<file path="config.mk">
export PLATFORM = sky130hd
export DESIGN_NAME = mac_hash_filter
export DESIGN_NICKNAME = d
export VERILOG_FILES = /design/src/rtl/mhf_pkg.sv /design/src/rtl/mhf_slot_addr.sv /design/src/rtl/mhf_cmp_image.sv /design/src/rtl/mhf_entry_judge.sv /design/src/rtl/mhf_action_map.sv /design/src/rtl/mac_hash_filter.sv
export SDC_FILE = /design/constraint.sdc
export NUM_CORES = 1
export LEC_CHECK = 0
export CORE_MARGIN = 4
export CORE_UTILIZATION = 50
export CTS_CLUSTER_SIZE = 24
export DETAILED_ROUTE_END_ITERATION = 10
export HOLD_SLACK_MARGIN = 0.03
export PLACE_DENSITY = 0.83
export SLEW_MARGIN = 20
export SYNTH_ARGS = -nofsm -noshare
export SYNTH_HDL_FRONTEND = slang
export SYNTH_SLANG_ARGS = --single-unit
</file>
<file path="constraint.sdc">
create_clock -name clk -period 6.4 [get_ports clk]
set_clock_uncertainty 0.1 [all_clocks]
set_input_delay 1.28 -clock clk [delete_from_list [all_inputs] [get_ports clk]]
set_output_delay 1.28 -clock clk [all_outputs]
set_load 0.02 [all_outputs]
</file>
<file path="src/rtl/mhf_pkg.sv">
package mhf_pkg;
  typedef enum logic [1:0] {
    RES_MISS  = 2'd0,
    RES_MATCH = 2'd1,
    RES_HOPX  = 2'd2
  } lookup_res_e;

  typedef enum logic [1:0] {
    ACT_DROP   = 2'd0,
    ACT_ACCEPT = 2'd1,
    ACT_MARK   = 2'd2
  } action_e;

  typedef enum logic [1:0] {
    VERDICT_EMPTY = 2'd0,
    VERDICT_PASS  = 2'd1,
    VERDICT_HIT   = 2'd2
  } verdict_e;

  typedef enum logic [1:0] {
    ST_IDLE  = 2'd0,
    ST_REQ   = 2'd1,
    ST_WAIT  = 2'd2,
    ST_JUDGE = 2'd3
  } walk_state_e;
endpackage

</file>
<file path="src/rtl/mhf_slot_addr.sv">
module mhf_slot_addr #(
  parameter int ADDR_W     = 32,
  parameter int IDX_W      = 13,
  parameter int HALF_IDX_W = 11
) (
  input  logic [ADDR_W-1:0] base,
  input  logic [IDX_W-1:0]  idx,
  input  logic              half,
  output logic [ADDR_W-1:0] first_addr
);
  localparam int SLOT_SHIFT = 3;
  localparam int OFS_W      = IDX_W + SLOT_SHIFT;

  logic [IDX_W-1:0] eff_idx;
  logic [OFS_W-1:0] byte_ofs;

  generate
    if (HALF_IDX_W < IDX_W) begin : g_halvable
      assign eff_idx = half ? {{(IDX_W-HALF_IDX_W){1'b0}}, idx[HALF_IDX_W-1:0]} : idx;
    end else begin : g_full_only
      assign eff_idx = idx;
    end
  endgenerate

  assign byte_ofs   = {eff_idx, {SLOT_SHIFT{1'b0}}};
  assign first_addr = base + ADDR_W'(byte_ofs);
endmodule

</file>
<file path="src/rtl/mhf_cmp_image.sv">
module mhf_cmp_image #(
  parameter int ENTRY_W   = 64,
  parameter int IMG_SHIFT = 3
) (
  input  logic [47:0]        dst,
  output logic [ENTRY_W-1:0] image
);
  localparam int NBYTES = 6;

  always_comb begin
    image = '0;
    for (int k = 0; k < NBYTES; k++) begin
      image[IMG_SHIFT + 8*k +: 8] = dst[47 - 8*k -: 8];
    end
  end
endmodule

</file>
<file path="src/rtl/mhf_entry_judge.sv">
module mhf_entry_judge
  import mhf_pkg::*;
#(
  parameter int              ENTRY_W   = 64,
  parameter logic [63:0]     ADDR_MASK = 64'h0007_FFFF_FFFF_FFF8,
  parameter int              VALID_BIT = 0,
  parameter int              SKIP_BIT  = 1,
  parameter int              RECV_BIT  = 2
) (
  input  logic [ENTRY_W-1:0] entry,
  input  logic [ENTRY_W-1:0] image,
  output verdict_e           verdict,
  output logic               recv
);
  logic addr_eq;

  assign addr_eq = ((entry & ADDR_MASK[ENTRY_W-1:0]) == image);
  assign recv    = entry[RECV_BIT];

  always_comb begin
    if (!entry[VALID_BIT])
      verdict = VERDICT_EMPTY;
    else if (entry[SKIP_BIT] || !addr_eq)
      verdict = VERDICT_PASS;
    else
      verdict = VERDICT_HIT;
  end
endmodule

</file>
<file path="src/rtl/mhf_action_map.sv">
module mhf_action_map
  import mhf_pkg::*;
(
  input  lookup_res_e res,
  input  logic        recv,
  input  logic        dflt_fwd,
  input  logic        promisc,
  output action_e     act
);
  always_comb begin
    if (res == RES_HOPX)
      act = ACT_ACCEPT;
    else if (res == RES_MATCH && recv)
      act = ACT_MARK;
    else if (res == RES_MISS && dflt_fwd)
      act = ACT_MARK;
    else if (promisc)
      act = ACT_ACCEPT;
    else
      act = ACT_DROP;
  end
endmodule

</file>
<file path="src/rtl/mac_hash_filter.sv">
module mac_hash_filter
  import mhf_pkg::*;
#(
  parameter int          ADDR_W     = 32,
  parameter int          IDX_W      = 13,
  parameter int          HALF_IDX_W = 11,
  parameter int          HOP_LIMIT  = 12,
  parameter int          IMG_SHIFT  = 3,
  parameter logic [63:0] ADDR_MASK  = 64'h0007_FFFF_FFFF_FFF8,
  parameter int          VALID_BIT  = 0,
  parameter int          SKIP_BIT   = 1,
  parameter int          RECV_BIT   = 2
) (
  input  logic              clk,
  input  logic              rst_n,
  input  logic              start,
  input  logic [47:0]       dst_addr,
  input  logic [IDX_W-1:0]  hash_idx,
  input  logic [ADDR_W-1:0] tbl_base,
  input  logic              cfg_half,
  input  logic              cfg_dflt_fwd,
  input  logic              cfg_promisc,
  output logic              busy,
  output logic              done,
  output logic [1:0]        lookup_res,
  output logic [1:0]        action,
  output logic [63:0]       hit_entry,
  output logic              rd_valid,
  input  logic              rd_ready,
  output logic [ADDR_W-1:0] rd_addr,
  input  logic              rsp_valid,
  input  logic [31:0]       rsp_data
);
  localparam int          ENTRY_W    = 64;
  localparam int          WORD_W     = 32;
  localparam int          HOP_W      = $clog2(HOP_LIMIT + 1);
  localparam logic [ADDR_W-1:0] SLOT_BYTES = ADDR_W'(8);
  localparam logic [ADDR_W-1:0] WORD_BYTES = ADDR_W'(4);
  localparam logic [HOP_W-1:0]  LAST_HOP   = HOP_W'(HOP_LIMIT - 1);

  walk_state_e        state_q;
  logic [ADDR_W-1:0]  slot_q;
  logic               low_half_q;
  logic [HOP_W-1:0]   hop_q;
  logic [47:0]        dst_q;
  logic               dflt_q, prom_q;
  logic [ENTRY_W-1:0] entry_q;
  lookup_res_e        res_q;
  action_e            act_q;
  logic               done_q;

  logic [ADDR_W-1:0]  first_addr;
  logic [ENTRY_W-1:0] image;
  verdict_e           verdict;
  logic               entry_recv;
  lookup_res_e        fin_res;
  logic               fin_now;
  action_e            fin_act;

  mhf_slot_addr #(
    .ADDR_W(ADDR_W), .IDX_W(IDX_W), .HALF_IDX_W(HALF_IDX_W)
  ) u_slot (
    .base(tbl_base), .idx(hash_idx), .half(cfg_half), .first_addr(first_addr)
  );

  mhf_cmp_image #(
    .ENTRY_W(ENTRY_W), .IMG_SHIFT(IMG_SHIFT)
  ) u_image (
    .dst(dst_q), .image(image)
  );

  mhf_entry_judge #(
    .ENTRY_W(ENTRY_W), .ADDR_MASK(ADDR_MASK),
    .VALID_BIT(VALID_BIT), .SKIP_BIT(SKIP_BIT), .RECV_BIT(RECV_BIT)
  ) u_judge (
    .entry(entry_q), .image(image), .verdict(verdict), .recv(entry_recv)
  );

  // Decide, in the judge state, whether the walk ends here and how.
  always_comb begin
    fin_now = 1'b0;
    fin_res = RES_MISS;
    if (state_q == ST_JUDGE) begin
      unique case (verdict)
        VERDICT_EMPTY: begin fin_now = 1'b1; fin_res = RES_MISS;  end
        VERDICT_HIT:   begin fin_now = 1'b1; fin_res = RES_MATCH; end
        default: begin
          if (hop_q == LAST_HOP) begin
            fin_now = 1'b1;
            fin_res = RES_HOPX;
          end
        end
      endcase
    end
  end

  mhf_action_map u_action (
    .res(fin_res), .recv(entry_recv), .dflt_fwd(dflt_q),
    .promisc(prom_q), .act(fin_act)
  );

  always_ff @(posedge clk) begin
    if (!rst_n) begin
      state_q    <= ST_IDLE;
      slot_q     <= '0;
      low_half_q <= 1'b0;
      hop_q      <= '0;
      dst_q      <= '0;
      dflt_q     <= 1'b0;
      prom_q     <= 1'b0;
      entry_q    <= '0;
      res_q      <= RES_MISS;
      act_q      <= ACT_DROP;
      done_q     <= 1'b0;
    end else begin
      done_q <= 1'b0;
      unique case (state_q)
        ST_IDLE: begin
          if (start) begin
            slot_q     <= first_addr;
            low_half_q <= 1'b0;
            hop_q      <= '0;
            dst_q      <= dst_addr;
            dflt_q     <= cfg_dflt_fwd;
            prom_q     <= cfg_promisc;
            state_q    <= ST_REQ;
          end
        end
        ST_REQ: begin
          if (rd_ready) state_q <= ST_WAIT;
        end
        ST_WAIT: begin
          if (rsp_valid) begin
            if (!low_half_q) begin
              entry_q[ENTRY_W-1:WORD_W] <= rsp_data;
              low_half_q <= 1'b1;
              state_q    <= ST_REQ;
            end else begin
              entry_q[WORD_W-1:0] <= rsp_data;
              state_q <= ST_JUDGE;
            end
          end
        end
        ST_JUDGE: begin
          if (fin_now) begin
            res_q   <= fin_res;
            act_q   <= fin_act;
            done_q  <= 1'b1;
            state_q <= ST_IDLE;
          end else begin
            hop_q      <= hop_q + HOP_W'(1);
            slot_q     <= slot_q + SLOT_BYTES;
            low_half_q <= 1'b0;
            state_q    <= ST_REQ;
          end
        end
        default: state_q <= ST_IDLE;
      endcase
    end
  end

  assign busy       = (state_q != ST_IDLE);
  assign done       = done_q;
  assign lookup_res = res_q;
  assign action     = act_q;
  assign hit_entry  = entry_q;
  assign rd_valid   = (state_q == ST_REQ);
  assign rd_addr    = low_half_q ? (slot_q + WORD_BYTES) : slot_q;
endmodule

</file>
== Word level (Yosys, flattened, before mapping) ==
Cells that the tools add are included.
Widths: inputs -> output; s select.

* Input bits: 133
* Register bits: 158
* Output and inout bits: 103

* Reductions and logical operators: 19
* Multiplexer cells: 31
* Eq/ne operators: 12
* Bitwise logic cells: 1
* $add $sub $neg: 4

{| class="wikitable"
|+ Operators with widths
! operator !! number
|-
| $mux 32 || 3
|-
| $pmux 32 s2 || 1
|-
| $eq 48x48->1 || 1
|-
| $add 32x16->32 || 1
|-
| $add 32x3->32 const B || 1
|-
| $add 32x4->32 const B || 1
|-
| $mux 2 || 11
|-
| $mux 13 || 1
|-
| $reduce_and 3->1 || 4
|-
| $mux 1 || 9
|-
| $eq 2x2->1 const B || 4
|-
| $mux 4 || 2
|-
| $pmux 2 s4 || 1
|-
| $pmux 4 s2 || 1
|-
| $logic_not 2->1 || 3
|-
| $ne 2x2->1 const B || 3
|-
| $reduce_and 2->1 || 3
|-
| $add 4x1->4 const B || 1
|-
| $eq 2x1->1 const B || 2
|-
| $eq 4x4->1 const B || 1
|-
| $pmux 2 s2 || 1
|-
| $reduce_and 4->1 || 1
|-
| $reduce_bool 2->1 || 2
|-
| $pmux 1 s3 || 1
|-
| other kinds (7) || 8
|}

== Longest topological paths before layout ==
* Word-level depth: 13
* Depth in mapped cells: 10
* Gate-level depth less buffers: 10

== By module ==
A second synthesis with hierarchy kept.

* Cells, all modules: 1184
* Area total of the unflattened synthesis: 9004.9 sq um

{| class="wikitable"
|+ By module, submodules not included
! module !! seq. area each (sq um) !! times used !! area an instance (sq um) !! cells each
|-
| mac_hash_filter || 3163.0 || 1 || 6995.5 || 920
|-
| mhf_slot_addr || 0.0 || 1 || 875.8 || 116
|-
| mhf_entry_judge || 0.0 || 1 || 604.3 || 76
|-
| mhf_cmp_image || 0.0 || 1 || 484.2 || 65
|-
| mhf_action_map || 0.0 || 1 || 45.0 || 7
|}

== Least setup slack after synthesis ==
No wires, ideal clock.

* Path type: register to output
* From: register slot_q[4]
* To: output rd_addr[31]
* Stages on the path, launching flop included: 9
* Required time: 5020 ps
* Arrival: 2319 ps
* Setup slack: 2701 ps
* Cells stage by stage: dfxtp_1 ha_1 nand2_1 nor4_1 and4_1 and4_1 and3_1 nand2_1 xnor2_1

* Longest elaborated chain between the ends: 2

{| class="wikitable"
|+ RTL lines
! element !! RTL line !! source
|-
| start, declared || mac_hash_filter.sv:42 || <nowiki>logic [ADDR_W-1:0] slot_q;</nowiki>
|-
| start signal, assigned || mac_hash_filter.sv:120 || <nowiki>slot_q <= first_addr;</nowiki>
|-
| start signal, assigned || mac_hash_filter.sv:152 || <nowiki>slot_q <= slot_q + SLOT_BYTES;</nowiki>
|-
| $add 32x3->32 || mac_hash_filter.sv:168 || <nowiki>assign rd_addr = low_half_q ? (slot_q + WORD_BYTES) : slot_q;</nowiki>
|-
| $mux 32 || mac_hash_filter.sv:168 ||
|-
| end, declared || mac_hash_filter.sv:30 || <nowiki>output logic [ADDR_W-1:0] rd_addr,</nowiki>
|}

Every way passes these cells.

== Worst setup path after layout ==
* From: register slot_q[4]
* To: output rd_addr[27]

Same word-level chain as after synthesis.

==> flow_metrics.env <==
export IMPL_stdcell_count=1555
export IMPL_critPathArrivalTime_ns=3.68
export IMPL_hold_violations=0
export IMPL_ys_seq_area_frac=0.3744
export IMPL_grt_setup_unrepaired="no"
export IMPL_layout_common_cells="nand2_1, clkdlybuf4s50_1, dfxtp_1, a21oi_1, nor2_1"
export IMPL_switching_share=0.2667
export IMPL_place_ws_ns=1.928
export IMPL_critPathLaunchType="flop"
export IMPL_fin_ws_ns=1.341
export IMPL_drtPass1Iterations=7
export IMPL_min_period_ns=5.059
export IMPL_synth_area_leaders="dfxtp_1, nand2_1, a21oi_1, xor2_1, nor2_1"
export IMPL_cts_setup_buffers=0
export IMPL_synthArstFlopShare=0
export IMPL_syn_nets=1283
export IMPL_max_freq_ghz=0.1977
export IMPL_outcome="complete, no violations"
export IMPL_p_leak_nw=4.354
export IMPL_gp_congestion=0.9004
export IMPL_worst_hold_slack_ns=0.3489
export IMPL_nets=1473
export IMPL_maxCapViolations=0
export IMPL_synth_top_cell_by_area="dfxtp_1"
export IMPL_max_slew_margin=0.2949
export IMPL_diodes=0
export IMPL_avgRoutedWirePerCell_um=18.48
export IMPL_worstPathRequired_ns=5.02
export IMPL_p_clk_frac=0.417
export IMPL_synth_top_cell_area_share=0.3744
export IMPL_tightest_slew_ns=1.057
export IMPL_design_power_total_mw=2.670
export IMPL_setup_viol=0
export IMPL_fin_area_um2=11500
export IMPL_maxSlewViolCount=0
export IMPL_dieWidth_um=138.0
export IMPL_p_int_mw=1.958
export IMPL_crit_fanout=6
export IMPL_dieArea_um2=19040
export IMPL_max_vdd_ir_drop_mv=0.1978
export IMPL_synth_flop_cell="dfxtp_1"
export IMPL_crit_type="reg -> out"
export IMPL_synth_edff_count=0
export IMPL_cts_sinks=158
export IMPL_ioPinCount=236
export IMPL_powerDensity_nw_per_um2=232.2
export IMPL_synthCells=1133
export IMPL_syn_cell_area_um2=8449
export IMPL_remaining_drc_errors=0
export IMPL_avgSynthCellArea_um2=7.458
export IMPL_power_frac_seq=0.405
export IMPL_grt_start_max_net_pins=84
export IMPL_grt_overflow_total=0
export IMPL_grt_first_pass_wirelength_um=44700
export IMPL_grt_pass1_vias=8536
export IMPL_setup_tns_ns=0
export IMPL_synth_distinct_cells=60
export IMPL_cts_htree_levels=4
export IMPL_place_area_um2=10860
export IMPL_drt_antenna_violating_nets=0
export IMPL_power_frac_comb=0.179
export IMPL_routed_wl_um=28730
export IMPL_cts_made_buffers=17
export IMPL_synth_seq_cells=158
export IMPL_holdBufCountCts=0
export IMPL_grtUsageTotal=0.2993
export IMPL_clock_latency_ns=0.43
export IMPL_cts_resized=0
export IMPL_area_delta_synth_final_pct=36.12
export IMPL_io_buffers=235
export IMPL_clk_pin_slew_ns=0.06
export IMPL_dp_cells=1524
export IMPL_num_rows=47
export IMPL_vias_per_cell=5.765
export IMPL_clk_path_buf_depth=2
export IMPL_end_kind="output pin"
export IMPL_drive_gt1_frac=0.03970
export IMPL_dr_total_vias=8964
export IMPL_root_buffer="clkbuf_16"
export IMPL_initial_core_util=0.5095
export IMPL_tritoncts="done"
export IMPL_post_dp_hpwl_um=20400
export IMPL_hp_class="reg -> reg"
export IMPL_final_common_cell="nand2_1"
export IMPL_final_core_util=0.6935
export IMPL_ys_warn_count=0
export IMPL_fin_crit_sh=0.7905
export IMPL_drt_iter0_drc=900
export IMPL_antenna_found_initial=0
export IMPL_die_h_um=138.0
export IMPL_switching_power_mw=0.7122
export IMPL_core_area_um2=16580
final timing paths:
kind | end | start | cells after the start | slack [ns]
setup / recovery | rd_addr[27] | slot_q[4]$_SDFFE_PN0P_ | 9 | 1.34
hold / removal | dflt_q$_SDFFE_PN0P_ | dflt_q$_SDFFE_PN0P_ | 2 | 0.35
hold reg to reg | dflt_q$_SDFFE_PN0P_ | dflt_q$_SDFFE_PN0P_ | 2 | 0.35
setup reg to reg | slot_q[7]$_SDFFE_PN0P_ | dst_q[42]$_SDFFE_PN0P_ | 7 | 3.01
flip-flops by register name, indices dropped and copies added, names as in the netlist:
signal,count
lookup_res,2
slot_q,32
hit_entry,64
hop_q,4
done,1
low_half_q,1
dflt_q,1
action,2
dst_q,48
prom_q,1
state_q,2
critical path: stages (launching register included):
cell and delay (ns):
dfxtp_1 0.42, ha_1 0.29, nand2_1 0.13, or4_1 0.55
nor4_1 0.44, nand3_1 0.20, nor2_1 0.21, nand2_1 0.09
xnor2_1 0.26, clkdlybuf4s50_1 0.66
logic make-up after synthesis:
family          after synthesis  share of synthesized area
mux                           8                   0.009626
fa+ha+maj                    17                    0.02606
simple gates                506                     0.2700
buf+inv                      89                    0.04280
flops                       158                     0.3744
compound gates              269                     0.1881
xor+xnor                     86                    0.08915
layer usage:
layer / GRT usage / part of all wire / wire (um)
met1: 0.3905 / 0.40 / 11580
met2: 0.4824 / 0.47 / 13550
met3: 0.07656 / 0.092 / 2637
met4: 0.1037 / 0.033 / 961
met5: 0 / 0 / 0
final cells by class:
| type | count | area (um^2) |
|---|---|---|
| Sequential cell | 158 | 3163 |
| Multi-Input combinational cell | 886 | 4931 |
| Clock inverter | 11 | 188.9 |
| Clock buffer | 20 | 456.7 |
| Inverter | 15 | 58.81 |
| Timing Repair Buffer | 245 | 2427 |
| Tap cell | 220 | 275.3 |
| Fill cell | 1369 | 5082 |
power by group through the flow:
stage          Sequential, mW  Combinational (mW)  Clock [mW]
3_3_place_gp             1.10               0.466           0
3_5_place_dp             1.10               0.471           0
5_1_grt                  1.09               0.520        1.16
4_1_cts                  1.08               0.474        1.12
6_report                 1.08               0.477        1.11
2_1_floorplan            1.08               0.277           0
cell usage after synthesis, drive strengths merged (3+ instances only):
cell	n
or3	5
clkbuf	60
nor4	19
nand3	30
and3	14
nand4	16
o21ai	29
ha	16
a21o	7
dfxtp	158
o22ai	3
nand3b	8
o21a	4
o211a	3
o221a	6
xor2	60
mux2i	7
inv	15
a41oi	5
buf	14
and2	7
nor2	61
a31oi	30
and4	6
nor3	18
nand2b	7
or4	4
a211oi	9
xnor2	26
nor2b	9
a21oi	155
nand2	294
Note: power is estimated with default switching activity, not from simulation.
